File: src/rtl/wbuf_fwd.sv
module wbuf_fwd #(
  parameter int ADDR_W = 32,
  parameter int DATA_W = 128,
  parameter int DEPTH  = 4
) (
  input  logic              clk,
  input  logic              rst_n,
  input  logic              enq_valid,
  input  logic [ADDR_W-1:0] enq_addr,
  input  logic [DATA_W-1:0] enq_data,
  output logic              enq_ready,
  output logic              mem_req_valid,
  input  logic              mem_req_ready,
  output logic [ADDR_W-1:0] mem_req_addr,
  output logic [DATA_W-1:0] mem_req_data,
  input  logic              mem_rsp_valid,
  input  logic              lk_valid,
  input  logic [ADDR_W-1:0] lk_addr,
  output logic              lk_hit,
  output logic [DATA_W-1:0] lk_data,
  output logic              lk_need_mem
);
  localparam int PW = (DEPTH > 1) ? $clog2(DEPTH) : 1;
  localparam int CW = $clog2(DEPTH + 1);
  localparam logic [PW-1:0] LAST = PW'(DEPTH - 1);

  logic [ADDR_W-1:0] addr_q [DEPTH];
  logic [DATA_W-1:0] data_q [DEPTH];
  logic [PW-1:0] rd_p, is_p, wr_p;
  logic [CW-1:0] cnt, ocnt;
  logic enq_fire, iss_fire, ret_fire;
  logic hit_any;
  logic [DATA_W-1:0] hit_data;

  function automatic logic [PW-1:0] nxt(input logic [PW-1:0] p);
    return (p == LAST) ? '0 : p + 1'b1;
  endfunction

  assign enq_ready     = (cnt != CW'(DEPTH));
  assign enq_fire      = enq_valid & enq_ready;
  assign mem_req_valid = (ocnt != cnt);
  assign iss_fire      = mem_req_valid & mem_req_ready;
  assign ret_fire      = mem_rsp_valid & (ocnt != '0);
  assign mem_req_addr  = addr_q[is_p];
  assign mem_req_data  = data_q[is_p];

  always_ff @(posedge clk) begin
    if (!rst_n) begin
      rd_p <= '0;
      is_p <= '0;
      wr_p <= '0;
      cnt  <= '0;
      ocnt <= '0;
    end else begin
      if (enq_fire) wr_p <= nxt(wr_p);
      if (iss_fire) is_p <= nxt(is_p);
      if (ret_fire) rd_p <= nxt(rd_p);
      cnt  <= cnt + CW'(enq_fire) - CW'(ret_fire);
      ocnt <= ocnt + CW'(iss_fire) - CW'(ret_fire);
    end
  end

  always_ff @(posedge clk) begin
    if (enq_fire) begin
      addr_q[wr_p] <= enq_addr;
      data_q[wr_p] <= enq_data;
    end
  end

  always_comb begin
    hit_any  = 1'b0;
    hit_data = '0;
    for (int i = 0; i < DEPTH; i++) begin
      int s;
      s = int'(rd_p) + i;
      if (s >= DEPTH) s = s - DEPTH;
      if (i < int'(cnt) && addr_q[PW'(s)] == lk_addr) begin
        hit_any  = 1'b1;
        hit_data = data_q[PW'(s)];
      end
    end
  end

  assign lk_hit      = lk_valid & hit_any;
  assign lk_data     = lk_hit ? hit_data : '0;
  assign lk_need_mem = lk_valid & ~hit_any;

  logic past_ok;
  always_ff @(posedge clk) past_ok <= rst_n;

  p_hold_r4: assert property (@(posedge clk) disable iff (!rst_n)
    past_ok && mem_req_valid && !mem_req_ready |=>
      mem_req_valid && $stable(mem_req_addr) && $stable(mem_req_data));

  p_full_stays_r9: assert property (@(posedge clk) disable iff (!rst_n)
    past_ok && !enq_ready && !mem_rsp_valid |=> !enq_ready);

  p_retire_frees_r5: assert property (@(posedge clk) disable iff (!rst_n)
    past_ok && !enq_ready && mem_rsp_valid && ocnt != '0 |=> enq_ready);

  p_empty_miss_r8: assert property (@(posedge clk) disable iff (!rst_n)
    cnt == '0 |-> !lk_hit && !mem_req_valid);

  p_outstanding_r3: assert property (@(posedge clk) disable iff (!rst_n)
    ocnt <= cnt);
endmodule

File: config.mk
export PLATFORM = sky130hd
export DESIGN_NAME = wbuf_fwd
export DESIGN_NICKNAME = d
export VERILOG_FILES = /design/src/rtl/wbuf_fwd.sv
export SDC_FILE = /design/constraint.sdc
export NUM_CORES = 1
export LEC_CHECK = 0
export BUFFER_PORTS_ARGS = -buffer_cell sky130_fd_sc_hd__buf_4
export CORE_MARGIN = 2
export CORE_UTILIZATION = 65
export CTS_CLUSTER_DIAMETER = 80
export DETAILED_ROUTE_END_ITERATION = 10
export GPL_ROUTABILITY_DRIVEN = 0
export PLACE_DENSITY_LB_ADDON = 0.15
export SLEW_MARGIN = 20
export SYNTH_ARGS = -nofsm -noshare
export SYNTH_HDL_FRONTEND = slang
export SYNTH_SLANG_ARGS = --single-unit
File: constraint.sdc
create_clock -name clk -period 11.7 [get_ports clk]
set_input_delay 1.17 -clock clk [delete_from_list [all_inputs] [get_ports clk]]
set_output_delay 1.17 -clock clk [all_outputs]
set_load 0.02 [all_outputs]
==> metrics list <==
- After detailed routing, the average wire length per cell comes to about 37 um.
- Setup tns final: 0 ns
* Power share of the clock group: 22.1%
- The clock period could shrink to a little under 9 ns.
* Hold violation count in the final report: 0
- Number of H-tree branching levels: 3
* Number of endpoints failing setup at the final stage: 0
* Slew Limit Headroom: 12.7%
* Slowest library cell on the worst path: dfxtp_4
- After floorplanning, the core was divided into 99 placement rows.
* All-Layer GR Usage: 41.8%
- Number of antenna violations at the first check in global routing: 27
- Total Power: between 0.01 and 0.015 W
* Final standard cell area without fillers: 53700 um^2
* Post-synthesis average cell area: 15.7 um^2
- Share of total power in sequential cells: 30.6%
- The first global-routing pass estimated 232 mm of wire.
* Growth of design area from synthesis to finish: 13.2%
- For this run, the slowest stage of the critical path takes 0.88 ns.
* Number of storage elements in the synthesis netlist: 656
- Placed Cells: 4130
- Summing all placed instances gives a cell area of 51300 um^2.
* Ports placed on the boundary: 490
* Path type of the worst setup path: reg2out
* Total Nets Final: 3463
- The tool flagged a number of max-cap violations equal to 0.
- Postcts setup bufs: 0
* Adder-cell share of the synthesized area: 0.401%
* Total vias in the final route: 36200
- Required time of the critical path: 10.53 ns
- Psw: about 0.0038 W
- The critical path goes through ha_4 -> buf_12 -> mux2i_1 -> o221ai_1 -> a2111oi_2 -> buf_12 -> nand2_1 -> o2bb2ai_4 -> buf_4 -> buf_4 -> nand3b_1 -> a211oi_2 -> buf_4.
- Commonest cells post-synth: mux4_2 (758), edfxtp_1 (640), clkbuf_1 (217), nand4_1 (146), nand3_1 (132)
* Synth Area in Compound Gates: 8.10%
- In the final layout, the multi-input gates occupy 26300 um^2.
* Async set-or-reset flop fraction in the synthesized netlist: 0%
* Router iterations before antenna repair: 8
- Resized Gates After CTS: 0
* Result of the run: finished clean
* Largest buffer count on any clock path: 3
- Number of global-route vias before repair: 34900
- Detailed-placement wirelength estimate: just under 90 mm
- Most used standard cell by instance count after synthesis: mux4_2
- Multiplexer share of the synthesized area: 38.1%
- Xor and xnor area share after synthesis: 2.12%
- CP delay by family, top: buffers and inverters
- Initial core utilization: between 60 and 70%
- Clock Latency Late Sink: 0.63 ns
* Cell type with the largest total area after synthesis: edfxtp_1
* Share of final-layout standard cells stronger than drive strength 1: 45.2%
- # hold bufs at CTS: 0
* Dominant cells by area after synthesis: edfxtp_1 (40%), mux4_2 (36%), o311a_1 (2.7%), nand3b_1 (2.0%), nand4_1 (1.9%)
- Across all setup checks in the final design, the least slack found is 2.86 ns.
- Total number of yosys warnings: 0
- Syn_nets: 3233
* Post-synthesis cell type count: 67
- STA classifies the critical path endpoint as an output port.
- In this run the vertical extent of the chip is 274 um.
- VDD sags by at most 0.188 mV.
* Combinational family with the most area after synthesis: multiplexers
- Input and output buffers added on the ports amount to between 400 and 500.
- Critical-path maximum fanout: 142
- Setup repair after global routing left no endpoint under its margin.
- The detailed router finished its first iteration with 6177 violations.
* Sort of element at the start of the critical path: flop
- Die area: 75200 um^2
- In this run the power density over the cells is 193 nW/um^2.
* Yosys top cell area share: 40.5%
- At the placement stage, the worst setup path has a slack of 3.62 ns.
- Summing the areas of all and, or, nand and nor instances in the mapped netlist gives 6.46% of the synthesized area.
- Worst Clk Skew: ~0.017 ns
- TritonCTS Buffers: 75
- In this run the remaining antenna-violating nets after routing total 0.
* Finished Layout Cells: 4282
- Data arrives at the worst endpoint at about 7.7 ns.
* LEAKAGE: 15.8 nW
* Total routed wirelength: 157 mm
- Bufs and invs on worst path: 5
- For this run, design rule violations remaining after detail routing come to 0.
- Total global routing overflow: 0
- Internal power comes to 0.00660 W.
- Synthesized netlist cell count: 3021
- The tree is rooted in a clkbuf_16.
- Entering global routing, the biggest net connects 170 pins.
- Clock sink count: 656
- The region available for standard cell placement spans ~73000 um^2.
* Via/cell ratio: 8.46
* TritonCTS clock tree: built
* Most common flop cell mapped by yosys: edfxtp_1
* Fill count: 4475
- Summing the sequential cell areas from Yosys gives 41.2% of the chip area.
- Tcrit/Tclk final: 75.5%
- Syn Std Cell Area: 47500 um^2
- Based on the critical path, the design can be clocked at up to between 100 and 150 MHz.
- Area taken by flip-flops and latches: 19600 um^2
- Path category of the worst min-delay check: reg2reg
- Cell seen most often among critical-path stages: buf_4
* Switching power share of the total: 36.3%
- Comb power frac: 47.4%
- Measured slew at the worst slew-check pin: approximately 1.3 ns
- The die is 274 um wide.
* Final count of pins violating max slew: 0
- Clock transition at path regs: ~0.060 ns
- Count of flip-flops with a built-in enable after synthesis: 640
## metal layers
metal,global-route usage (%),share of wire [%],vias up
li1,-,-,13800
met1,54.3,31,18200
met2,64.6,47,3547
met3,11.9,15,685
met4,22.8,6.9,20
met5,0,0.092,-
## sequential cells by signal, indices dropped and copies added, names as in the netlist, named ones only
name	cells
addr_q	128
cnt	3
data_q	512
is_p	2
ocnt	3
rd_p	2
wr_p	2
## stage by stage
step / utilization (%) / hold WS (ns)
2_1_floorplan: - / 0.476
3_3_place_gp: 70.6 / 0.475
3_5_place_dp: 70.6 / 0.499
4_1_cts: 73.8 / 0.507
5_1_grt: 74.0 / 0.560
6_report: 74.0 / 0.504
## tightest hold or removal path, delay by kind of cell, from the launching register on
family          cells  cell delay [ns]
compound gates      1             0.09
simple gates        1             0.05
flops               1             0.32
## layout make-up
class                   count  share of cell area, %
well taps                 959                   2.23
multi-input cells        1958                   48.9
clock inverters            33                  0.620
repair buffers            541                   7.94
clock buffers              94                   3.68
flip-flops and latches    656                   36.4
inverters                  19                  0.133
diodes                     22                  0.102
## worst paths after layout
check / from / endpoint / slack [ns] / cells past startpoint
setup / recovery: rd_p[0] / lk_data[92] / 2.86 / 13
hold / removal: is_p[0] / flop / 0.50 / 2
setup reg to reg: cnt[0] / data_q[1][13] / 8.69 / 4
hold reg to reg: is_p[0] / flop / 0.50 / 2
## cell usage in the layout, fill, tap and decap left out, types with 14 or more instances in the layout
cell	synthesis	layout
clkbuf_16	0	76
buf_4	19	526
nand4_1	146	146
nor2_1	15	14
inv_1	18	18
o21ai_0	129	128
nand2_1	20	20
mux4_2	758	758
mux2i_1	84	84
a211oi_2	60	60
a211oi_1	62	62
clkbuf_1	217	17
xnor2_1	80	80
nand3b_1	129	129
nand3_1	132	132
o311a_1	128	128
xor2_1	35	35
diode_2	0	22
edfxtp_1	640	640
a21oi_1	20	20
## cell families after synthesis
kind of cell	Yosys count
multiplexers	856
XOR/XNOR	115
adder cells (fa/ha/maj)	14
flip-flops	656
buffers and inverters	407
AND/OR/NAND/NOR	500
AO/OA/AOI/OAI	473
## power by group through the flow
stage	clock (W)	sequential [W]	combinational (W)
3_3_place_gp	0	0.00319	0.00474
4_1_cts	0.00229	0.00318	0.00483
6_report	0.00229	0.00317	0.00492
5_1_grt	0.00238	0.00320	0.00512
2_1_floorplan	0	0.00305	0.00362
3_5_place_dp	0	0.00322	0.00480
(Power assumes the default switching activity.)
